===== config.mk =====
export PLATFORM = sky130hd
export DESIGN_NAME = xbus_strobe_master
export DESIGN_NICKNAME = d
export VERILOG_FILES = /design/src/rtl/xbus_pkg.sv /design/src/rtl/xbus_rst_sync.sv /design/src/rtl/xbus_phase_ctrl.sv /design/src/rtl/xbus_pin_drive.sv /design/src/rtl/xbus_strobe_master.sv
export SDC_FILE = /design/constraint.sdc
export NUM_CORES = 1
export LEC_CHECK = 0
export ABC_CLOCK_PERIOD_IN_PS = 2900
export BUFFER_PORTS_ARGS = -buffer_cell sky130_fd_sc_hd__buf_2
export CAP_MARGIN = 20
export CORE_MARGIN = 3
export CORE_UTILIZATION = 32
export DETAILED_ROUTE_END_ITERATION = 6
export GPL_TIMING_DRIVEN = 0
export HOLD_SLACK_MARGIN = 0.1
export MAX_ROUTING_LAYER = met4
export SLEW_MARGIN = 20
export SYNTH_ARGS = -nofsm -noshare
export SYNTH_HDL_FRONTEND = slang
export SYNTH_SLANG_ARGS = --single-unit

===== constraint.sdc =====
create_clock -name clk -period 2.9 [get_ports clk]
set_input_delay 0.435 -clock clk [delete_from_list [all_inputs] [get_ports clk]]
set_output_delay 0.435 -clock clk [all_outputs]
set_load 0.03 [all_outputs]

===== src/rtl/xbus_pkg.sv =====
package xbus_pkg;

  localparam int SU_W  = 4;
  localparam int ST_W  = 6;
  localparam int HO_W  = 3;
  localparam int TA_W  = 2;
  localparam int SZ_W  = 2;
  localparam int CW    = ST_W;
  localparam int CFG_W = 2 * (SU_W + ST_W + HO_W) + TA_W + SZ_W;

  typedef enum logic [2:0] {
    PH_IDLE   = 3'd0,
    PH_SETUP  = 3'd1,
    PH_STROBE = 3'd2,
    PH_HOLD   = 3'd3,
    PH_TURN   = 3'd4
  } phase_e;

  typedef struct packed {
    logic [SU_W-1:0] wsu;
    logic [ST_W-1:0] wst;
    logic [HO_W-1:0] who;
    logic [SU_W-1:0] rsu;
    logic [ST_W-1:0] rst;
    logic [HO_W-1:0] rho;
    logic [TA_W-1:0] ta;
    logic [SZ_W-1:0] sz;
  } tcfg_t;

endpackage


===== src/rtl/xbus_rst_sync.sv =====
module xbus_rst_sync (
  input  logic clk,
  input  logic rst_n,
  output logic rst_sync_n
);

  logic [1:0] sync_q;

  always_ff @(posedge clk or negedge rst_n) begin
    if (!rst_n) begin
      sync_q <= 2'b00;
    end else begin
      sync_q <= {sync_q[0], 1'b1};
    end
  end

  assign rst_sync_n = sync_q[1];

endmodule


===== src/rtl/xbus_phase_ctrl.sv =====
module xbus_phase_ctrl
  import xbus_pkg::*;
(
  input  logic   clk,
  input  logic   rst_n,
  input  logic   req_valid,
  input  logic   req_write,
  input  tcfg_t  cfg_in,
  output phase_e phase,
  output logic   wr_q,
  output logic   narrow,
  output logic   last,
  output logic   accept,
  output logic   done,
  output logic   req_ready
);

  tcfg_t          cfg_q;
  phase_e         phase_n;
  logic [CW-1:0]  cnt;
  logic [CW-1:0]  cnt_n;
  logic [CW-1:0]  lim;
  logic           done_n;

  // phase length limit, selected from the captured configuration
  always_comb begin
    lim = '0;
    case (phase)
      PH_SETUP:  lim = wr_q ? {{(CW-SU_W){1'b0}}, cfg_q.wsu} : {{(CW-SU_W){1'b0}}, cfg_q.rsu};
      PH_STROBE: lim = wr_q ? cfg_q.wst : cfg_q.rst;
      PH_HOLD:   lim = wr_q ? {{(CW-HO_W){1'b0}}, cfg_q.who} : {{(CW-HO_W){1'b0}}, cfg_q.rho};
      PH_TURN:   lim = {{(CW-TA_W){1'b0}}, cfg_q.ta};
      default:   lim = '0;
    endcase
  end

  assign last      = (cnt == lim);
  assign req_ready = (phase == PH_IDLE) || ((phase == PH_TURN) && last);
  assign accept    = req_valid && req_ready;
  assign narrow    = (cfg_q.sz == 2'b00);

  // next-state process
  always_comb begin
    phase_n = phase;
    done_n  = 1'b0;
    case (phase)
      PH_IDLE:   if (accept) phase_n = PH_SETUP;
      PH_SETUP:  if (last) phase_n = PH_STROBE;
      PH_STROBE: if (last) phase_n = PH_HOLD;
      PH_HOLD: begin
        if (last) begin
          phase_n = PH_TURN;
          done_n  = 1'b1;
        end
      end
      PH_TURN:   if (last) phase_n = accept ? PH_SETUP : PH_IDLE;
      default:   phase_n = PH_IDLE;
    endcase
    if ((phase_n != phase) || (phase == PH_IDLE) || (phase == PH_TURN && last)) begin
      cnt_n = '0;
    end else begin
      cnt_n = cnt + 1'b1;
    end
  end

  // register process
  always_ff @(posedge clk or negedge rst_n) begin
    if (!rst_n) begin
      phase <= PH_IDLE;
      cnt   <= '0;
      done  <= 1'b0;
      wr_q  <= 1'b0;
      cfg_q <= '0;
    end else begin
      phase <= phase_n;
      cnt   <= cnt_n;
      done  <= done_n;
      if (accept) begin
        wr_q  <= req_write;
        cfg_q <= cfg_in;
      end
    end
  end

  assert_accept_setup_R2: assert property (@(posedge clk) disable iff (!rst_n)
    accept |=> (phase == PH_SETUP));

  assert_done_single_R7: assert property (@(posedge clk) disable iff (!rst_n)
    done |=> !done);

  assert_hold_to_turn_R8: assert property (@(posedge clk) disable iff (!rst_n)
    (phase == PH_HOLD && last) |=> (phase == PH_TURN && done));

  assert_cnt_bound_R5: assert property (@(posedge clk) disable iff (!rst_n)
    (phase != PH_IDLE) |-> (cnt <= lim));

  assert_cfg_held_R10: assert property (@(posedge clk) disable iff (!rst_n)
    (phase == PH_STROBE) |=> $stable(cfg_q));

endmodule


===== src/rtl/xbus_pin_drive.sv =====
module xbus_pin_drive
  import xbus_pkg::*;
#(
  parameter int AW = 20,
  parameter int DW = 16
) (
  input  logic          clk,
  input  logic          rst_n,
  input  logic          accept,
  input  logic [AW-1:0] req_addr,
  input  logic [DW-1:0] req_wdata,
  input  phase_e        phase,
  input  logic          wr_q,
  input  logic          narrow,
  input  logic          last,
  input  logic [DW-1:0] bus_din,
  output logic          bus_cs_n,
  output logic          bus_we_n,
  output logic          bus_oe_n,
  output logic [AW-1:0] bus_addr,
  output logic [DW-1:0] bus_dout,
  output logic          bus_doe,
  output logic [DW-1:0] rd_data
);

  localparam int HW = DW / 2;

  logic [AW-1:0] addr_q;
  logic [DW-1:0] wdata_q;
  logic [DW-1:0] rd_q;
  logic [DW-1:0] rd_n;
  logic          active;
  logic          strobe;
  logic          cap_en;

  assign active = (phase == PH_SETUP) || (phase == PH_STROBE) || (phase == PH_HOLD);
  assign strobe = (phase == PH_STROBE);
  assign cap_en = strobe && last && !wr_q;

  assign rd_n = narrow ? {{(DW-HW){1'b0}}, bus_din[HW-1:0]} : bus_din;

  always_ff @(posedge clk or negedge rst_n) begin
    if (!rst_n) begin
      addr_q  <= '0;
      wdata_q <= '0;
      rd_q    <= '0;
    end else begin
      if (accept) begin
        addr_q  <= req_addr;
        wdata_q <= req_wdata;
      end
      if (cap_en) begin
        rd_q <= rd_n;
      end
    end
  end

  assign bus_cs_n = !active;
  assign bus_we_n = !(strobe && wr_q);
  assign bus_oe_n = !(strobe && !wr_q);
  assign bus_doe  = active && wr_q;
  assign bus_addr = addr_q;
  assign bus_dout = narrow ? {{(DW-HW){1'b0}}, wdata_q[HW-1:0]} : wdata_q;
  assign rd_data  = rd_q;

  assert_strobe_excl_R11: assert property (@(posedge clk) disable iff (!rst_n)
    !(!bus_we_n && !bus_oe_n));

  assert_read_no_drive_R11: assert property (@(posedge clk) disable iff (!rst_n)
    !bus_oe_n |-> !bus_doe);

  assert_we_inside_cs_R3: assert property (@(posedge clk) disable iff (!rst_n)
    !bus_we_n |-> !bus_cs_n);

  assert_narrow_upper_R9: assert property (@(posedge clk) disable iff (!rst_n)
    (narrow && !bus_cs_n && wr_q) |-> (bus_dout[DW-1:HW] == '0));

endmodule


===== src/rtl/xbus_strobe_master.sv =====
module xbus_strobe_master
  import xbus_pkg::*;
#(
  parameter int AW = 20,
  parameter int DW = 16
) (
  input  logic             clk,
  input  logic             rst_n,
  input  logic [CFG_W-1:0] cfg_word,
  input  logic             req_valid,
  input  logic             req_write,
  input  logic [AW-1:0]    req_addr,
  input  logic [DW-1:0]    req_wdata,
  output logic             req_ready,
  output logic             done,
  output logic [DW-1:0]    rd_data,
  output logic             bus_cs_n,
  output logic             bus_we_n,
  output logic             bus_oe_n,
  output logic [AW-1:0]    bus_addr,
  output logic [DW-1:0]    bus_dout,
  output logic             bus_doe,
  input  logic [DW-1:0]    bus_din
);

  logic   rst_sync_n;
  tcfg_t  cfg_in;
  phase_e phase;
  logic   wr_q;
  logic   narrow;
  logic   last;
  logic   accept;

  assign cfg_in = tcfg_t'(cfg_word);

  xbus_rst_sync u_rst (
    .clk        (clk),
    .rst_n      (rst_n),
    .rst_sync_n (rst_sync_n)
  );

  xbus_phase_ctrl u_ctrl (
    .clk       (clk),
    .rst_n     (rst_sync_n),
    .req_valid (req_valid),
    .req_write (req_write),
    .cfg_in    (cfg_in),
    .phase     (phase),
    .wr_q      (wr_q),
    .narrow    (narrow),
    .last      (last),
    .accept    (accept),
    .done      (done),
    .req_ready (req_ready)
  );

  xbus_pin_drive #(
    .AW (AW),
    .DW (DW)
  ) u_pins (
    .clk       (clk),
    .rst_n     (rst_sync_n),
    .accept    (accept),
    .req_addr  (req_addr),
    .req_wdata (req_wdata),
    .phase     (phase),
    .wr_q      (wr_q),
    .narrow    (narrow),
    .last      (last),
    .bus_din   (bus_din),
    .bus_cs_n  (bus_cs_n),
    .bus_we_n  (bus_we_n),
    .bus_oe_n  (bus_oe_n),
    .bus_addr  (bus_addr),
    .bus_dout  (bus_dout),
    .bus_doe   (bus_doe),
    .rd_data   (rd_data)
  );

endmodule


After elaboration in Yosys (flattened, before gate mapping)
Cells that the tools add are included.
Storage, ports and cells
  word-level logic and storage cells: 57
  flip-flop bits (word level): 95
  output and inout bits: 58
Operators by class
  add/sub/neg operators: 1
  equality and inequality tests: 6
  muxes and demuxes: 16
  reductions and logical operators: 18
Operators with widths (number)
  16-bit 2-to-1 mux: 2
  6-bit one-hot mux with 4 select lines: 1
  3-bit 2-to-1 mux: 6
  3-bit one-hot mux with 5 select lines: 1
  6-bit 2-to-1 mux: 2
  1-bit logical AND: 7
  6-bit by 1-bit adder with 6-bit output (second input constant): 1
  3-bit by 2-bit == test with 1-bit output (second input constant): 2
  6-bit == test: 1
  1-bit logical OR: 5
  1-bit logical NOT: 4
  4-bit 2-to-1 mux: 1
  3-bit by 1-bit == test with 1-bit output (second input constant): 1
  3-bit == test (second input constant): 1
  3-bit logical NOT: 1
  1-bit 2-to-1 mux: 3
  3-bit != test: 1
  2-bit logical NOT: 1

Longest topological paths before layout
Gate-level depths: netlist (run 1).
  word-level depth: 13
  mapped depth: 11

By module
From an unflattened synthesis (run 1), not the netlist that was laid out.
Second synthesis, totals
  cell total of the unflattened synthesis: 301
  area, all modules: 4244.1 um^2
By module, submodules not included
  xbus_pin_drive: instances 1, seq. area each 1301.2 um^2, area an instance 2188.3 um^2, cells each 143
  xbus_phase_ctrl: instances 1, seq. area each 1026.0 um^2, area an instance 2001.9 um^2, cells each 155
  xbus_rst_sync: instances 1, seq. area each 50.0 um^2, area an instance 53.8 um^2, cells each 3

Worst setup path before layout (run 1)
Ideal clock, no wire load.
  path kind: register to register
  start: register u_ctrl.phase[0]
  end: register u_pins.rd_q[10], in the netlist u_pins.rd_data[10]
  slack: 0.110 ns
  arrival time: 2.665 ns
  clock period less this slack: 2.790 ns
  setup time: 0.125 ns
  cell stages (with the launch flop): 12
  cells stage by stage: dfrtp_1 > buf_6 > or3b_1 > buf_6 > o22ai_1 > xnor2_1 > nand3_2 > buf_6 > or4_4 > buf_6 > buf_12 > mux2_4
On the way
  cells in the longest elaborated chain, start to end: 5
Ends and longest elaborated chain
  from (decl): RTL line xbus_phase_ctrl.sv:9  | output phase_e phase,
  from (signal assigned): RTL line xbus_phase_ctrl.sv:75  | phase <= phase_n;
  3-bit == test, or another cell as far along: RTL line xbus_phase_ctrl.sv:28  | case (phase)
  6-bit one-hot mux with 4 select lines: RTL line xbus_phase_ctrl.sv:28
  6-bit == test: RTL line xbus_phase_ctrl.sv:37  | assign last = (cnt == lim);
  1-bit logical AND * (2 in series): RTL line xbus_pin_drive.sv:38  | assign cap_en = strobe && last && !wr_q;
  to (signal assigned): RTL line xbus_pin_drive.sv:53  | rd_q <= rd_n;
  to (decl): RTL line xbus_pin_drive.sv:30  | logic [DW-1:0] rd_q;
Every way passes the cells marked *; elsewhere a longest branch is shown, timed or not.
A chain may end at the register's enable or synchronous reset.

Worst setup path after layout (run 1)
  start: register u_ctrl.phase[0]
  end: output port req_ready
On the way
  cells in the longest elaborated chain, start to end: 5
Ends and longest elaborated chain
  3-bit == test, or another cell as far along: RTL line xbus_phase_ctrl.sv:28, xbus_phase_ctrl.sv:38
  6-bit one-hot mux with 4 select lines: RTL line xbus_phase_ctrl.sv:28
  6-bit == test: RTL line xbus_phase_ctrl.sv:37
  1-bit logical AND: RTL line xbus_phase_ctrl.sv:38  | assign req_ready = (phase == PH_IDLE) || ((phase == PH_TURN) && last);
  1-bit logical OR *: RTL line xbus_phase_ctrl.sv:38
  to (decl): RTL line xbus_strobe_master.sv:14  | output logic req_ready,
Marks and branches as above.

==> flow_summary.yaml, run 1 <==
routing:
  routedLengthMet1_um: 10500
  met3_wirelength_um: 1360
  avgRoutedWirePerCell_um: 18.7
  dr_wl_met2_um: 10500
  routed-via-count: 6733
  routed_wl_um: 22700
  drt_iter0_markers: 489
  antenna_left: 0
  drt_first_pass_iters: 5
  route.top_layer_used: "met4"
  drcViolationCount: 0
  vias_per_cell: 5.56
layout:
  nFillCells: 2025
  regArea_um2: 2380
  syn2layout_area_growth_pct: 24.5
  final_layout_size_suffix_gt1_share_pct: 26.8
  insertedDiodeCount: 0
  layout.core_utilization_pct: 41.4
  layout_commonest_cell: "buf_2"
  num-nets-final: 1031
  commonest_cells_after_routing_fill_and_taps_aside: "buf_2 (152), dfrtp_1 (94), nand2_1 (73)"
  multi_input_area_um2: 3900
worst_setup_path:
  critPathTopFamily: "compound AO/OA/AOI/OAI gates"
  timing.critical_path.cells: "buf_6 > or3b_1 > buf_6 > o22ai_2 > o21a_1 > o211a_1 > a31oi_4 > nor3_2 > buf_4"
  path_buf_inv: 3
  critical_path.slowest_cell: "dfrtp_1"
  crit_path_from: "u_ctrl.phase[0]"
  cp_data_required_time_ps: 2470
  worstPathArrival_ps: 2400
  crit-reg2reg-launch: "u_ctrl.phase[2]"
  cpPeakStageDelay_ps: 370
  crit_type: "register to primary output"
  worstPathMaxFanout: 8
  critical-path-top-cell-by-count: "buf_6"
  ff2ff_path_depth: 9
  r2r-end: "u_pins.rd_data[9]"
  cp.depth: 9
  timing.critical_path.to: "req_ready"
  reg2reg_slack_ps: 70
  timing.critical_path.to_type: "primary output"
  start_kind: "register"
min_path:
  min_path_type: "input pin to register"
  holdPathStages: 2
floorplan:
  dieArea_um2: 22400
  die_x_extent_um: 150
  start_util_pct: 33.3
  floorplan.rows: 51
  dieHeight_um: 150
  num_io_pins: 144
  coreArea_um2: 19800
clocking:
  tritoncts: "built"
  clkLatencyLatePin_ps: 360
  htree_num_levels: 3
  cts-root-buf: "clkbuf_16"
  numCtsBuffers: 9
  clkSinkCount: 95
  cts.path.max_buffers: 2
  clk_pin_slew_ps: 70
sta:
  unrepaired_setup_endpoints_after_global_routing: "true"
  holdWs_ps: 312
  finalHoldViolCount: 0
  worst-slew-pin-transition_ps: 636
  worst_max_slew_margin_expressed_relative_to_the_limit_pct: 57.6
  timing.clock.skew_ps: 10.9
  finalCritPeriodShare_pct: 97.9
  layout_min_cycle_time_ps: 2840
  fmax_mhz: 352
  final-setup-viol-count: 0
  fin_ws_ps: 60.4
  maxSlewViolCount: 0
outcome:
  run_status: "finished clean"
synth:
  top_area_cell_type_share_of_the_netlist_area_pct: 36.0
  mappedNetlistNets: 867
  yosys_warnings: 0
  synth_edf_count: 0
  seq_area_frac_synth_pct: 36.0
  syn_area_um2: 6600
  synth.largest_area_cell: "dfrtp_1"
  synth_cell_types: 45
  netlist_instances: 780
  postSynthRegisterBits: 95
  synth_ff_type: "dfrtp_1"
  postSynth.asyncResetShare_pct: 100
  synthTopCellsByArea: "dfrtp_1 (36%), a221oi_1 (8.9%), or4_1 (7.6%), and3_1 (6.5%), and2_1 (6.4%)"
  syn-mean-instance-area_um2: 8.46
global_routing:
  grt_overflow: 0
  grt_util_all_layers_pct: 20.4
  first_pass_grt_wire_length_um: 35100
  grt_start_max_net_pins: 54
  first_global_vias: 6332
  antenna_found_initial: 0
placed_design:
  dp_slack_ps: -544
  post-dp-hpwl_um: 15600
  gp_congestion: 0.809
  placement.io_buffers: 143
job:
  cap_viol_max_count: 0
==> synthesized netlist by cell type, types with 10 or more instances <==
library cell,count
nand3_1,70
o21ai_0,71
mux2_4,10
dfrtp_1,95
clkbuf_1,78
nand2_1,73
buf_4,10
or4_1,67
nor2b_1,19
and3_1,69
and2_1,67
a221oi_1,67
nor2_1,13
mux2i_1,13
==> metrics by stage <==
| stage | area, um2 | setup TNS, ps | cells |
|---|---|---|---|
| final | 8220 | 0 | 1212 |
| after global routing | 8220 | -49.3 | 1212 |
| after floorplan | 6600 | 0 | 780 |
| after CTS | 8100 | -13.0 | 1212 |
| after detailed placement | 7680 | -30270 | 1189 |
| after global placement | 7650 | -153690 | 1188 |
==> worst min path at each step <==
stage / startpoint / slack, ps / to
after floorplan: rst_n / 140 / u_rst.sync_q[0]
after global placement: rst_n / 220 / u_rst.sync_q[1]
after detailed placement: rst_n / 220 / u_rst.sync_q[0]
after CTS: bus_din[7] / 310 / u_pins.rd_data[7]
after global routing: bus_din[0] / 310 / u_pins.rd_data[0]
final: bus_din[2] / 310 / u_pins.rd_data[2]
==> layer usage <==
layer / vias up / global-route usage, %
li1: 3246 / -
met1: 3215 / 28.3
met2: 243 / 31.3
met3: 29 / 2.91
met4: 0 / 5.49
met5: - / -
==> flip-flops by register name, summed over array words and instances (netlist names) <==
name / count
u_pins.wdata_q: 16
u_ctrl.done: 1
u_pins.bus_addr: 20
u_pins.rd_data: 16
u_ctrl.wr_q: 1
u_ctrl.cfg_q: 30
u_ctrl.phase: 3
u_ctrl.cnt: 6
u_rst.sync_q: 2
==> what timing repair did <==
item	4_1_cts	5_1_grt
hold endpoints to repair	2	0
setup endpoints to repair	84	77
hold buffers	1	0
pin swaps	8	4
gates resized for setup	33	39
buffers inserted	8	1
==> layout make-up <==
| class | count | share of cell area [%] |
|---|---|---|
| multi-input cells | 584 | 47.4 |
| flip-flops and latches | 95 | 29.0 |
| repair buffers | 154 | 10.0 |
| plain buffers | 97 | 6.09 |
| well taps | 265 | 4.04 |
| clock buffers | 11 | 3.08 |
| clock inverters | 3 | 0.244 |
| inverters | 3 | 0.137 |
==> kinds of logic (layout without fill, tap and decap cells) <==
logic type	after synthesis	count (layout)	synth area share, %
DFF	95	95	36.0
xor gates and xnor gates	6	6	0.796
muxes	31	31	5.61
AOI/OAI and AO/OA	154	154	16.2
adders and majority gates	1	1	0.190
and+or+nand+nor	391	391	34.0
other	1	1	0.0568
buffers and inverters	101	268	7.11
==> worst reg2reg max path, cell delays in order (launching register included) <==
cell and delay (ps):
dfrtp_1 380, buf_4 180, or3b_4 430, o22ai_2 220
or3b_2 170, nand3_2 110, buf_8 160, or4_4 580
buf_12 200, mux2_4 300
Power of run 1 is left out: the tool's default activity adds up to more than one toggle a clock period on the data nets, which glitch-free logic cannot reach.
==> run 2: changes to the inputs <==
--- a/config.mk
+++ b/config.mk
@@ -14,6 +14,7 @@
 export GPL_TIMING_DRIVEN = 0
 export HOLD_SLACK_MARGIN = 0.1
 export MAX_ROUTING_LAYER = met4
+export RECOVER_POWER = 25
 export SLEW_MARGIN = 20
 export SYNTH_ARGS = -nofsm -noshare
 export SYNTH_HDL_FRONTEND = slang
==> run 2 against run 1 <==
Compared with the run above: the flow now finishes with violations (max-capacitance violations, max-slew violations); core utilization hardly changed; fmax is 0.11% higher; final cell count stayed put; first-iteration DRC count is 5.3% higher; largest cell class unchanged; global-route usage stayed put; critical endpoint unchanged; final area hardly changed; via count is 0.61% lower; die area stayed put; sequential cell count stayed put; clock skew is 1.9 ps lower; clock-buffer cell count stayed put.
==> flow_summary.yaml, run 2 (synthesized netlist as in run 1, its figures left out) <==
sta:
  finalCritPeriodShare_pct: 97.8
  maxSlewViolCount: 41
  worst_max_slew_margin_expressed_relative_to_the_limit_pct: -26.2
  timing.clock.skew_ps: 9.02
  final-setup-viol-count: 0
  fmax_mhz: 353
  finalHoldViolCount: 0
  layout_min_cycle_time_ps: 2840
  unrepaired_setup_endpoints_after_global_routing: "true"
  fin_ws_ps: 63.4
  worst-slew-pin-transition_ps: 1890
layout:
  layout.core_utilization_pct: 41.4
  num-nets-final: 1031
  final_layout_size_suffix_gt1_share_pct: 26.6
  layout_commonest_cell: "buf_2"
  nFillCells: 2026
  registers.top_by_ff_count: "u_ctrl.cfg_q"
  largest_reg_flops: 30
  commonest_cells_after_routing_fill_and_taps_aside: "buf_2 (151), dfrtp_1 (95), nand2_1 (73)"
  insertedDiodeCount: 0
  syn2layout_area_growth_pct: 24.4
placed_design:
  post-dp-hpwl_um: 15600
  placement.io_buffers: 143
  gp_congestion: 0.809
  dp_slack_ps: -544
global_routing:
  grt_start_max_net_pins: 54
  first_global_vias: 6332
  first_pass_grt_wire_length_um: 35100
  antenna_found_initial: 0
  grt_util_all_layers_pct: 20.4
  grt_overflow: 0
routing:
  routed-via-count: 6692
  drcViolationCount: 0
  drt_iter0_markers: 515
  avgRoutedWirePerCell_um: 18.7
  antenna_left: 0
  routed_wl_um: 22600
  drt_first_pass_iters: 5
  vias_per_cell: 5.52
clocking:
  numCtsBuffers: 9
  htree_num_levels: 3
  clkSinkCount: 95
  clkLatencyLatePin_ps: 360
  tritoncts: "built"
  clk_pin_slew_ps: 70
  cts-root-buf: "clkbuf_16"
  cts.path.max_buffers: 2
outcome:
  run_status: "complete, but fails checks"
  violations: "max-capacitance violations, max-slew violations"
floorplan:
  dieArea_um2: 22400
  num_io_pins: 144
  die_x_extent_um: 150
  dieHeight_um: 150
  coreArea_um2: 19800
  floorplan.rows: 51
  start_util_pct: 33.3
worst_setup_path:
  cp_data_required_time_ps: 2470
  worstPathArrival_ps: 2400
  timing.critical_path.to_type: "primary output"
  start_kind: "register"
  worstPathMaxFanout: 8
  crit_type: "register to primary output"
min_path:
  min_path_type: "input pin to register"
job:
  cap_viol_max_count: 1
==> run 2: cell types whose count changed in the layout (fill, tap and decap cells not counted), sizes merged <==
| cell | change |
|---|---|
| clkbuf | +1 |
| buf | -1 |
==> run 2: path summary, 6_finish.rpt <==
| path | from | to | slack, ps | depth (start not counted) |
|---|---|---|---|---|
| setup / recovery | u_ctrl.phase[0] | req_ready | 60 | 9 |
| hold / removal | bus_din[2] | u_pins.rd_data[2] | 310 | 2 |
| setup reg to reg | u_ctrl.phase[2] | u_pins.rd_data[9] | 70 | 9 |
| hold reg to reg | u_rst.sync_q[0] | u_rst.sync_q[1] | 350 | 0 |
| max in group asynchronous | u_rst.sync_q[1] | u_pins.bus_addr[5] | 980 | 0 |
| min in group asynchronous | rst_n | u_rst.sync_q[0] | 380 | 2 |
==> run 2: cell type report <==
| cell class | count | area (um2) | area share [%] |
|---|---|---|---|
| Timing Repair Buffer | 154 | 822 | 10.0 |
| Tap cell | 265 | 332 | 4.04 |
| Inverter | 3 | 11.3 | 0.137 |
| Multi-Input combinational cell | 584 | 3900 | 47.4 |
| Clock inverter | 3 | 20.0 | 0.244 |
| Buffer | 97 | 500 | 6.09 |
| Sequential cell | 95 | 2380 | 29.0 |
| Clock buffer | 11 | 253 | 3.08 |
==> run 2: metal layers <==
metal  routed length, um  global-route usage [%]  part of all wire, %  vias to the layer above
li1                    -                       -                    -                     3242
met1               10300                    28.3                   46                     3184
met2               10600                    31.3                   47                      243
met3                1440                    2.91                  6.4                       23
met4                 309                    5.49                  1.4                        0
met5                   0                       -                    0                        -
==> run 2: what timing repair did <==
item	in CTS	in global routing
resized for setup	33	39
hold endpoints to repair	2	0
endpoints found under the setup margin	84	77
pin swaps	8	4
setup buffers	8	1
hold buffers	1	0
==> run 2: per-stage QoR <==
step	setup TNS [ps]	instances	cell area (um2)	hold slack, ps
6_report	0	1212	8210	314
5_1_grt	-49.3	1212	8210	313
4_1_cts	-13.0	1212	8100	305
3_5_place_dp	-30270	1189	7680	223
3_3_place_gp	-153690	1188	7650	222
2_1_floorplan	0	780	6600	139
==> run 2: worst max-delay path, stage by stage, from the launching register on <==
cell,delay (ps)
dfrtp_1,370
buf_6,130
or3b_1,360
buf_6,160
o22ai_2,180
o21a_1,150
o211a_1,220
a31oi_4,110
nor3_2,180
buf_4,200
Power of run 2 is left out for the same reason.
==> run 3: changes to the inputs <==
--- a/config.mk
+++ b/config.mk
@@ -14,6 +14,7 @@
 export GPL_TIMING_DRIVEN = 0
 export HOLD_SLACK_MARGIN = 0.1
 export MAX_ROUTING_LAYER = met4
+export PLACE_DENSITY = 0.5
 export RECOVER_POWER = 25
 export SLEW_MARGIN = 20
 export SYNTH_ARGS = -nofsm -noshare
==> run 3 against run 2 <==
Compared with the run above: the run still ends with max-capacitance violations, max-slew violations left; setup slack worse by 24 ps; largest cell class unchanged; clock-buffer cell count is 1 lower; sequential cell count unchanged; first-iteration DRC count fell by 9.1%; critical path depth fell by 1; hold slack got worse by 4.7 ps; die area is the same; non-clock buffer count up 3; final area is 0.75% higher; register-to-register slack improved by 30 ps; final cell count is 0.41% higher; sequential share of layout area shrank 0.21 points.
==> flow_summary.yaml, run 3 (synthesized netlist as in run 1, its figures left out) <==
layout:
  regArea_um2: 2380
  num-nets-final: 1034
  commonest_cells_after_routing_fill_and_taps_aside: "buf_2 (150), dfrtp_1 (95), nand2_1 (73)"
  layout_commonest_cell: "buf_2"
  syn2layout_area_growth_pct: 25.3
  largest_reg_flops: 30
  multi_input_area_um2: 3910
  final_layout_size_suffix_gt1_share_pct: 26.7
  layout.core_utilization_pct: 41.7
  finalNonFillerCells: 1217
  registers.top_by_ff_count: "u_ctrl.cfg_q"
  insertedDiodeCount: 0
  nFillCells: 2048
sta:
  worst_max_slew_margin_expressed_relative_to_the_limit_pct: -39.9
  final-setup-viol-count: 0
  maxSlewViolCount: 48
  fin_tns_setup_ps: 0
  finalHoldViolCount: 0
  fmax_mhz: 350
  worst-slew-pin-transition_ps: 2100
  unrepaired_setup_endpoints_after_global_routing: "true"
  layout_min_cycle_time_ps: 2860
  timing.clock.skew_ps: 7.68
  finalCritPeriodShare_pct: 98.6
  fin_ws_ps: 39.9
routing:
  routedLengthMet1_um: 10800
  routed-via-count: 6794
  avgRoutedWirePerCell_um: 19.3
  routed_wl_um: 23500
  antenna_left: 0
  vias_per_cell: 5.58
  drt_iter0_markers: 468
  met3_wirelength_um: 1500
  dr_wl_met2_um: 10800
  drcViolationCount: 0
  drt_first_pass_iters: 6
  route.top_layer_used: "met4"
clocking:
  clkLatencyLatePin_ps: 360
  clk_pin_slew_ps: 70
  clkSinkCount: 95
  tritoncts: "built"
  cts.path.max_buffers: 2
  numCtsBuffers: 9
  cts-root-buf: "clkbuf_16"
  htree_num_levels: 3
job:
  cap_viol_max_count: 1
worst_setup_path:
  timing.critical_path.to_type: "primary output"
  cp_data_required_time_ps: 2470
  start_kind: "register"
  worstPathArrival_ps: 2430
  worstPathMaxFanout: 10
  crit_type: "register to primary output"
outcome:
  run_status: "complete, but fails checks"
  violations: "max-capacitance violations, max-slew violations"
placed_design:
  dp_slack_ps: -617
  gp_congestion: 0.785
  placed_cells_incl_taps: 1189
  placement.io_buffers: 143
  post-dp-hpwl_um: 16000
global_routing:
  antenna_found_initial: 0
  first_global_vias: 6635
  grt_start_max_net_pins: 49
  grt_util_all_layers_pct: 21.2
  first_pass_grt_wire_length_um: 36700
  grt_overflow: 0
floorplan:
  num_io_pins: 144
  dieHeight_um: 150
  die_x_extent_um: 150
  start_util_pct: 33.3
  dieArea_um2: 22400
  floorplan.rows: 51
  coreArea_um2: 19800
min_path:
  min_path_type: "input pin to register"
==> run 3: changes by cell type in the layout (fill, tap and decap cells not counted), sizes merged <==
cell | before | now
inv | 3 | 7
clkbuf | 83 | 82
clkinv | 1 | 0
buf | 178 | 181
==> run 3: layout make-up <==
type                       count  area share, %
multi-input combinational    584           47.3
sequential                    95           28.7
timing repair buffer         158           10.3
buffer                        96           6.11
tap                          265           4.01
clock buffer                  10           2.77
clock inverter                 6          0.635
inverter                       3          0.136
==> run 3: layer usage <==
metal  vias up  global-route usage (%)
met5         -                       -
met4         0                    5.58
met3        32                    2.91
met2       254                    33.1
met1      3268                    29.3
li1       3240                       -
==> run 3: worst max-delay path, stage by stage, from the launching register on <==
cell and delay, ps:
dfrtp_1 390, buf_6 150, or3b_4 460, o22ai_2 210, or3_1 150, o211a_1 220
a31oi_4 110, nor3_2 170, buf_4 200
==> run 3: path summary, 6_finish.rpt <==
| kind | endpoint | startpoint | slack (ps) | depth (start not counted) |
|---|---|---|---|---|
| worst max-delay path | req_ready | u_ctrl.phase[2] | 40 | 8 |
| worst min-delay path | u_pins.rd_data[2] | bus_din[2] | 310 | 2 |
| worst max register to register | u_pins.rd_data[7] | u_ctrl.phase[2] | 100 | 9 |
| worst min register to register | u_rst.sync_q[1] | u_rst.sync_q[0] | 350 | 0 |
| min in group asynchronous | u_rst.sync_q[0] | rst_n | 380 | 2 |
| max in group asynchronous | u_pins.rd_data[8] | u_rst.sync_q[1] | 790 | 0 |
==> run 3: what timing repair did <==
action,in CTS,in global routing
hold endpoints to repair,2,0
endpoints found under the setup margin,84,72
buffers inserted,8,5
resized for setup,38,40
pin swaps,8,11
hold buffers,1,0
==> run 3: per-stage QoR <==
| stage | cell area, um2 | hold WS, ps |
|---|---|---|
| after global routing | 8270 | 288 |
| after floorplan | 6600 | 139 |
| after global placement | 7650 | 221 |
| final | 8270 | 310 |
| after detailed placement | 7680 | 221 |
| after CTS | 8120 | 294 |
Power of run 3 is left out for the same reason.
